File: src/rtl/uart_rx_pkg.sv
package uart_rx_pkg;
  localparam int MAX_FRAME_BITS = 12;

  function automatic logic [4:0] trig_level(input logic [1:0] sel);
    case (sel)
      2'd0:    trig_level = 5'd1;
      2'd1:    trig_level = 5'd4;
      2'd2:    trig_level = 5'd8;
      default: trig_level = 5'd14;
    endcase
  endfunction

  // start + data + parity + stop
  function automatic logic [3:0] frame_bits(input logic [3:0] cfg);
    frame_bits = 4'd6 + {2'b00, cfg[1:0]} + {3'b000, cfg[3]} + (cfg[2] ? 4'd2 : 4'd1);
  endfunction
endpackage

File: src/rtl/rx_byte_fifo.sv
module rx_byte_fifo #(
  parameter int DEPTH = 16,
  parameter int DW    = 8,
  localparam int AW   = $clog2(DEPTH),
  localparam int CW   = $clog2(DEPTH + 1)
) (
  input  logic          clk_i,
  input  logic          rst_ni,
  input  logic          flush_i,
  input  logic          push_i,
  input  logic          ovw_i,
  input  logic          pop_i,
  input  logic [DW-1:0] wdata_i,
  output logic [DW-1:0] head_o,
  output logic [CW-1:0] count_o
);
  logic [DW-1:0] mem [DEPTH];
  logic [AW-1:0] wr_ptr, rd_ptr;
  logic [CW-1:0] count_q;

  function automatic logic [AW-1:0] nxt(input logic [AW-1:0] p);
    nxt = (p == AW'(DEPTH - 1)) ? '0 : p + 1'b1;
  endfunction

  always_ff @(posedge clk_i or negedge rst_ni) begin
    if (!rst_ni) begin
      wr_ptr  <= '0;
      rd_ptr  <= '0;
      count_q <= '0;
    end else if (flush_i) begin
      wr_ptr  <= '0;
      rd_ptr  <= '0;
      count_q <= '0;
    end else begin
      if (push_i) wr_ptr <= nxt(wr_ptr);
      if (pop_i)  rd_ptr <= nxt(rd_ptr);
      case ({push_i, pop_i})
        2'b10:   count_q <= count_q + 1'b1;
        2'b01:   count_q <= count_q - 1'b1;
        default: count_q <= count_q;
      endcase
    end
  end

  always_ff @(posedge clk_i) begin
    if (!flush_i) begin
      if (push_i)     mem[wr_ptr] <= wdata_i;
      else if (ovw_i) mem[rd_ptr] <= wdata_i;
    end
  end

  assign head_o  = mem[rd_ptr];
  assign count_o = count_q;
endmodule

File: src/rtl/rx_timeout_timer.sv
module rx_timeout_timer #(
  parameter int TW = 10
) (
  input  logic          clk_i,
  input  logic          rst_ni,
  input  logic          tick_i,
  input  logic          restart_i,
  input  logic          stop_i,
  input  logic [TW-1:0] limit_i,
  output logic          expire_o
);
  logic [TW-1:0] cnt_q;
  logic          run_q;

  assign expire_o = run_q && tick_i && (cnt_q >= limit_i - 1'b1) && !restart_i && !stop_i;

  always_ff @(posedge clk_i or negedge rst_ni) begin
    if (!rst_ni) begin
      cnt_q <= '0;
      run_q <= 1'b0;
    end else if (stop_i) begin
      cnt_q <= '0;
      run_q <= 1'b0;
    end else if (restart_i) begin
      cnt_q <= '0;
      run_q <= 1'b1;
    end else if (expire_o) begin
      run_q <= 1'b0;
    end else if (run_q && tick_i) begin
      cnt_q <= cnt_q + 1'b1;
    end
  end
endmodule

File: src/rtl/uart_rx_buffer.sv
module uart_rx_buffer
  import uart_rx_pkg::*;
#(
  parameter int DEPTH         = 16,
  parameter int OVERSAMPLE    = 16,
  parameter int TIMEOUT_CHARS = 4,
  localparam int CW           = $clog2(DEPTH + 1)
) (
  input  logic          clk_i,
  input  logic          rst_ni,
  input  logic          baud_en_i,
  input  logic [3:0]    frame_cfg_i,
  input  logic          fcr_we_i,
  input  logic [7:0]    fcr_data_i,
  input  logic          rx_valid_i,
  input  logic [7:0]    rx_data_i,
  input  logic          brk_i,
  input  logic          rd_i,
  input  logic          lsr_rd_i,
  output logic [7:0]    rd_data_o,
  output logic          data_ready_o,
  output logic          overrun_o,
  output logic          break_o,
  output logic [CW-1:0] count_o,
  output logic          trigger_o,
  output logic          timeout_o
);
  localparam int TMO_MAX = OVERSAMPLE * TIMEOUT_CHARS * MAX_FRAME_BITS;
  localparam int TW      = $clog2(TMO_MAX + 1);
  localparam logic [TW-1:0] SCALE = TW'(OVERSAMPLE * TIMEOUT_CHARS);

  logic          fifo_en_q, ovr_q, brk_q, tmo_q;
  logic [1:0]    trig_sel_q;
  logic [CW-1:0] count;
  logic [7:0]    head;
  logic          en_flip, flush, ev_rx, ev_brk, ev_rd;
  logic          pop, blocked, push, ovw, set_ovr, empties, restart, expire;
  logic [TW-1:0] limit;

  assign en_flip = fcr_we_i && (fcr_data_i[0] != fifo_en_q);
  assign flush   = fcr_we_i && (fcr_data_i[1] || en_flip);
  assign ev_brk  = brk_i && !fcr_we_i;
  assign ev_rx   = (rx_valid_i || brk_i) && !fcr_we_i;
  assign ev_rd   = rd_i && !fcr_we_i;

  assign pop     = ev_rd && (count != '0);
  assign blocked = (fifo_en_q ? (count == CW'(DEPTH)) : (count != '0)) && !pop;
  assign push    = ev_rx && !blocked;
  assign ovw     = ev_rx && blocked && !fifo_en_q;
  assign set_ovr = ev_rx && blocked;
  assign empties = pop && (count == CW'(1)) && !push;

  assign restart = fifo_en_q && (ev_rx || (pop && count > CW'(1)));
  assign limit   = SCALE * TW'(frame_bits(frame_cfg_i));

  rx_byte_fifo #(.DEPTH(DEPTH), .DW(8)) u_fifo (
    .clk_i   (clk_i),
    .rst_ni  (rst_ni),
    .flush_i (flush),
    .push_i  (push),
    .ovw_i   (ovw),
    .pop_i   (pop),
    .wdata_i (brk_i ? 8'h00 : rx_data_i),
    .head_o  (head),
    .count_o (count)
  );

  rx_timeout_timer #(.TW(TW)) u_timer (
    .clk_i     (clk_i),
    .rst_ni    (rst_ni),
    .tick_i    (baud_en_i),
    .restart_i (restart),
    .stop_i    (flush),
    .limit_i   (limit),
    .expire_o  (expire)
  );

  always_ff @(posedge clk_i or negedge rst_ni) begin
    if (!rst_ni) begin
      fifo_en_q  <= 1'b0;
      trig_sel_q <= 2'd0;
      ovr_q      <= 1'b0;
      brk_q      <= 1'b0;
      tmo_q      <= 1'b0;
    end else begin
      if (fcr_we_i) begin
        fifo_en_q  <= fcr_data_i[0];
        trig_sel_q <= fcr_data_i[7:6];
      end
      if (set_ovr)       ovr_q <= 1'b1;
      else if (lsr_rd_i) ovr_q <= 1'b0;
      if (flush)                     brk_q <= 1'b0;
      else if (ev_brk)               brk_q <= 1'b1;
      else if (empties || lsr_rd_i)  brk_q <= 1'b0;
      if (flush || ev_rd)                tmo_q <= 1'b0;
      else if (expire && count != '0)    tmo_q <= 1'b1;
    end
  end

  assign rd_data_o    = (count != '0) ? head : 8'h00;
  assign data_ready_o = (count != '0);
  assign overrun_o    = ovr_q;
  assign break_o      = brk_q;
  assign count_o      = count;
  assign trigger_o    = fifo_en_q ? (count >= CW'(trig_level(trig_sel_q))) : (count != '0);
  assign timeout_o    = tmo_q;
endmodule

File: config.mk
export PLATFORM = sky130hd
export DESIGN_NAME = uart_rx_buffer
export DESIGN_NICKNAME = d
export VERILOG_FILES = /design/src/rtl/uart_rx_pkg.sv /design/src/rtl/rx_byte_fifo.sv /design/src/rtl/rx_timeout_timer.sv /design/src/rtl/uart_rx_buffer.sv
export SDC_FILE = /design/constraint.sdc
export NUM_CORES = 1
export LEC_CHECK = 0
export BUFFER_PORTS_ARGS = -buffer_cell sky130_fd_sc_hd__buf_2
export CAP_MARGIN = 30
export CORE_ASPECT_RATIO = 0.7
export CORE_MARGIN = 5
export CORE_UTILIZATION = 50
export DETAILED_ROUTE_END_ITERATION = 8
export GPL_ROUTABILITY_DRIVEN = 0
export HOLD_SLACK_MARGIN = 0.05
export PLACE_DENSITY = 0.74
export SLEW_MARGIN = 25
export SYNTH_ARGS = -nofsm -noshare
export SYNTH_HDL_FRONTEND = slang
export SYNTH_SLANG_ARGS = --single-unit
export TNS_END_PERCENT = 100
File: constraint.sdc
create_clock -name clk_i -period 5.5 [get_ports clk_i]
set_input_delay 0.55 -clock clk_i [delete_from_list [all_inputs] [get_ports clk_i]]
set_output_delay 0.55 -clock clk_i [all_outputs]
set_load 0.05 [all_outputs]
==> impl_metrics.yaml <==
yosys:
  synth_area_leaders: "edfxtp_1 54%, dfrtp_1 10%, mux4_2 10%"
  synth_commonest_cells: "128 x edfxtp_1, 42 x nor2_1, 32 x mux4_2"
  yosys_warnings: 0
  synth-simple-area-share_pct: 8.33
  synth_xor_area_share_pct: 1.83
  ys.flop_type: "edfxtp_1"
  synth_top_family_by_area: "multiplexers"
  syn_inst: 470
  ys_async_sr_fraction_pct: 19.0
  synth_top_area_cell: "edfxtp_1"
  syn-num-nets: 517
  ys_types: 61
  ys_ff_latch: 158
  synth_area_sq_um: 7180
  yosys.cell_count.top_type: "edfxtp_1"
  synth_compound_area_share_pct: 7.30
  syn_area_per_cell_sq_um: 15.3
  ys_seq_area_share_pct: 64.0
  synth_mux_area_share_pct: 12.8
  synth-edff-count: 128
  synth_top_area_share_pct: 53.5
  synth_fa_ha_area_share_pct: 3.41
global_routing:
  grt_pass1_wl_microns: 24500
  grt_usage_pct: 19.3
  grt_antenna_before_repair: 0
  grt_overflow_total: 0
  grt_pass1_vias: 4273
  grt_max_degree: 43
run_status:
  status: "finished clean"
finish:
  drive_gt1_share_pct: 25.9
  area_growth_pct: 13.9
  antenna_cells: 0
  layout.nets: 566
  fillers: 1049
clock_tree:
  cts_post_setup_buffers_inserted: 0
  cts_made_buffers: 17
  clkTransAtPathRegs_ns: 0.06
  htree_levels: 4
  clock_latency_ns: 0.43
  clock-sinks: 158
  ctsLongestPathBuffers: 2
  root_buffer: "clkbuf_16"
  cts_tree: "yes"
  cts_hold_buf: 0
  post_cts_resize_count: 0
setup_path:
  crit_path_cell_trace: "inv_1, ha_1, nor4b_4, inv_4, nand2_1, o22ai_1, buf_2"
  crit_path_start: "u_fifo.count_o[0]"
  criticalPathCategory: "register to output port"
  reg2reg_from: "u_fifo.count_o[0]"
  critPathLaunchType: "register"
  slowest_delay_ns: 0.56
  critPathCaptureType: "output port"
  r2r_setup_slack_ns: 2.17
  reg2regPathDepth: 8
  crit_arrival_ns: 2.79
  path_max_fanout: 9
  crit_required_ns: 4.95
  cp_slowest_cell: "nor4b_4"
  r2r_end: "u_fifo.mem[12][3]"
timing:
  rsz0062_at_grt: "false"
  finalCritPeriodShare_pct: 60.7
  fin_tns_setup_ns: 0
  fmax_mhz: 300
  slew_headroom_pct: 32.2
  tightest_slew_ns: 1.01
  skew_ns: 0.0113
  setup_viol: 0
  slew_viol_final: 0
  min_period_ns: 3.34
  hold_viol: 0
  whs_ns: 0.162
route:
  vias: 4336
  drt_iter0_drc: 441
  dr.pass1.iters: 7
  ant_nets: 0
  drcViolationCount: 0
  wl_per_cell_microns: 21.2
  viasPerCell: 6.01
  drt-total-wl_microns: 15300
die:
  start_util_pct: 51.3
  num_rows: 36
  core_area_sq_um: 14000
  die_w_microns: 153
  dieArea_sq_um: 16900
  ios: 46
  die_h_microns: 110
placement:
  hpwl_microns: 10200
  portBuffers: 41
job:
  maxCapViolCount: 0
hold_path:
  hp-class: "primary input to async pin"
power_and_ir_drop:
  p_leak_nw: 2.92
  power_density_nw_per_um2: 423
  ir_drop_mv: 0.249
-- logic make-up after synthesis --
logic type	count (synthesis)
xor+xnor	15
compound gates	75
mux	52
fa+ha+maj	19
flops	158
simple gates	112
buf+inv	39
-- report_power, final --
part | internal, mW | switching (mW)
Sequential | 1.36 | 0.0669
Combinational | 0.323 | 0.619
Clock | 0.591 | 0.502
Total | 2.28 | 1.19
-- state kept, by name (all words and copies together) (netlist names) --
register        flops
u_fifo.wr_ptr       4
u_fifo.mem        128
u_timer.run_q       1
trig_sel_q          2
u_fifo.count_o      5
u_timer.cnt_q      10
break_o             1
overrun_o           1
timeout_o           1
fifo_en_q           1
u_fifo.rd_ptr       4
-- final cells by class --
class | count | area (sq um) | share of cell area (%)
clock inverter | 15 | 129 | 1.57
clock buffer | 17 | 425 | 5.20
inverter | 18 | 70.1 | 0.856
tap | 190 | 238 | 2.91
sequential | 158 | 4600 | 56.2
timing repair buffer | 51 | 284 | 3.47
multi-input combinational | 273 | 2440 | 29.8
-- layer usage --
layer | share of wire, % | vias up | routed length (microns) | track usage, %
met5 | 0 | - | 0 | 0
met4 | 2.0 | 0 | 314 | 6.74
met3 | 6.8 | 28 | 1040 | 5.15
met2 | 46 | 166 | 7040 | 29.2
met1 | 45 | 2194 | 6930 | 27.5
li1 | - | 1948 | - | -
-- metrics by stage --
stage	cell area, sq um	util (%)	std cells	setup WS (ns)	total power [mW]
final	8180	58.4	722	2.16	3.47
after global routing	8180	58.4	722	1.97	3.62
after CTS	8170	58.3	722	2.16	3.48
after detailed placement	7610	54.3	690	2.01	2.39
after global placement	7560	54.0	684	2.11	2.36
after floorplan	7180	-	470	2.48	2.16
-- cell usage in the layout (no fill, tap or decap), types with 4 or more instances in the layout --
cell type / count
edfxtp_1: 128
buf_2: 41
nor2_1: 40
mux4_2: 32
dfrtp_1: 29
mux2i_1: 19
nand2_1: 19
ha_1: 18
inv_1: 17
clkbuf_16: 17
xor2_1: 12
o21ai_0: 12
o22ai_1: 10
a21oi_1: 9
buf_4: 9
nand3_1: 8
nor2b_2: 6
a31oi_1: 6
and3_1: 5
a41oi_1: 5
inv_6: 5
clkinv_4: 5
nor2b_1: 4
nor4b_1: 4
nor3_1: 4
o21ai_1: 4
o211ai_1: 4
-- worst max-delay path, delay by kind of cell (launching register included) --
kind / cells / cell delay [ns]
compound gates: 1 / 0.20
flops: 1 / 0.48
buf+inv: 3 / 0.54
fa+ha+maj: 1 / 0.19
simple gates: 2 / 0.94
-- how the worst max path moves through the flow --
stage                       end  slack [ns]  cells after the start
6_report           rd_data_o[2]        2.16                      7
3_5_place_dp   u_timer.cnt_q[1]        2.01                     12
4_1_cts            rd_data_o[2]        2.16                      7
3_3_place_gp   u_timer.cnt_q[1]        2.11                     12
2_1_floorplan  u_timer.cnt_q[5]        2.48                     11
5_1_grt            rd_data_o[2]        1.97                      7
Note: power is estimated with default switching activity, not from simulation.
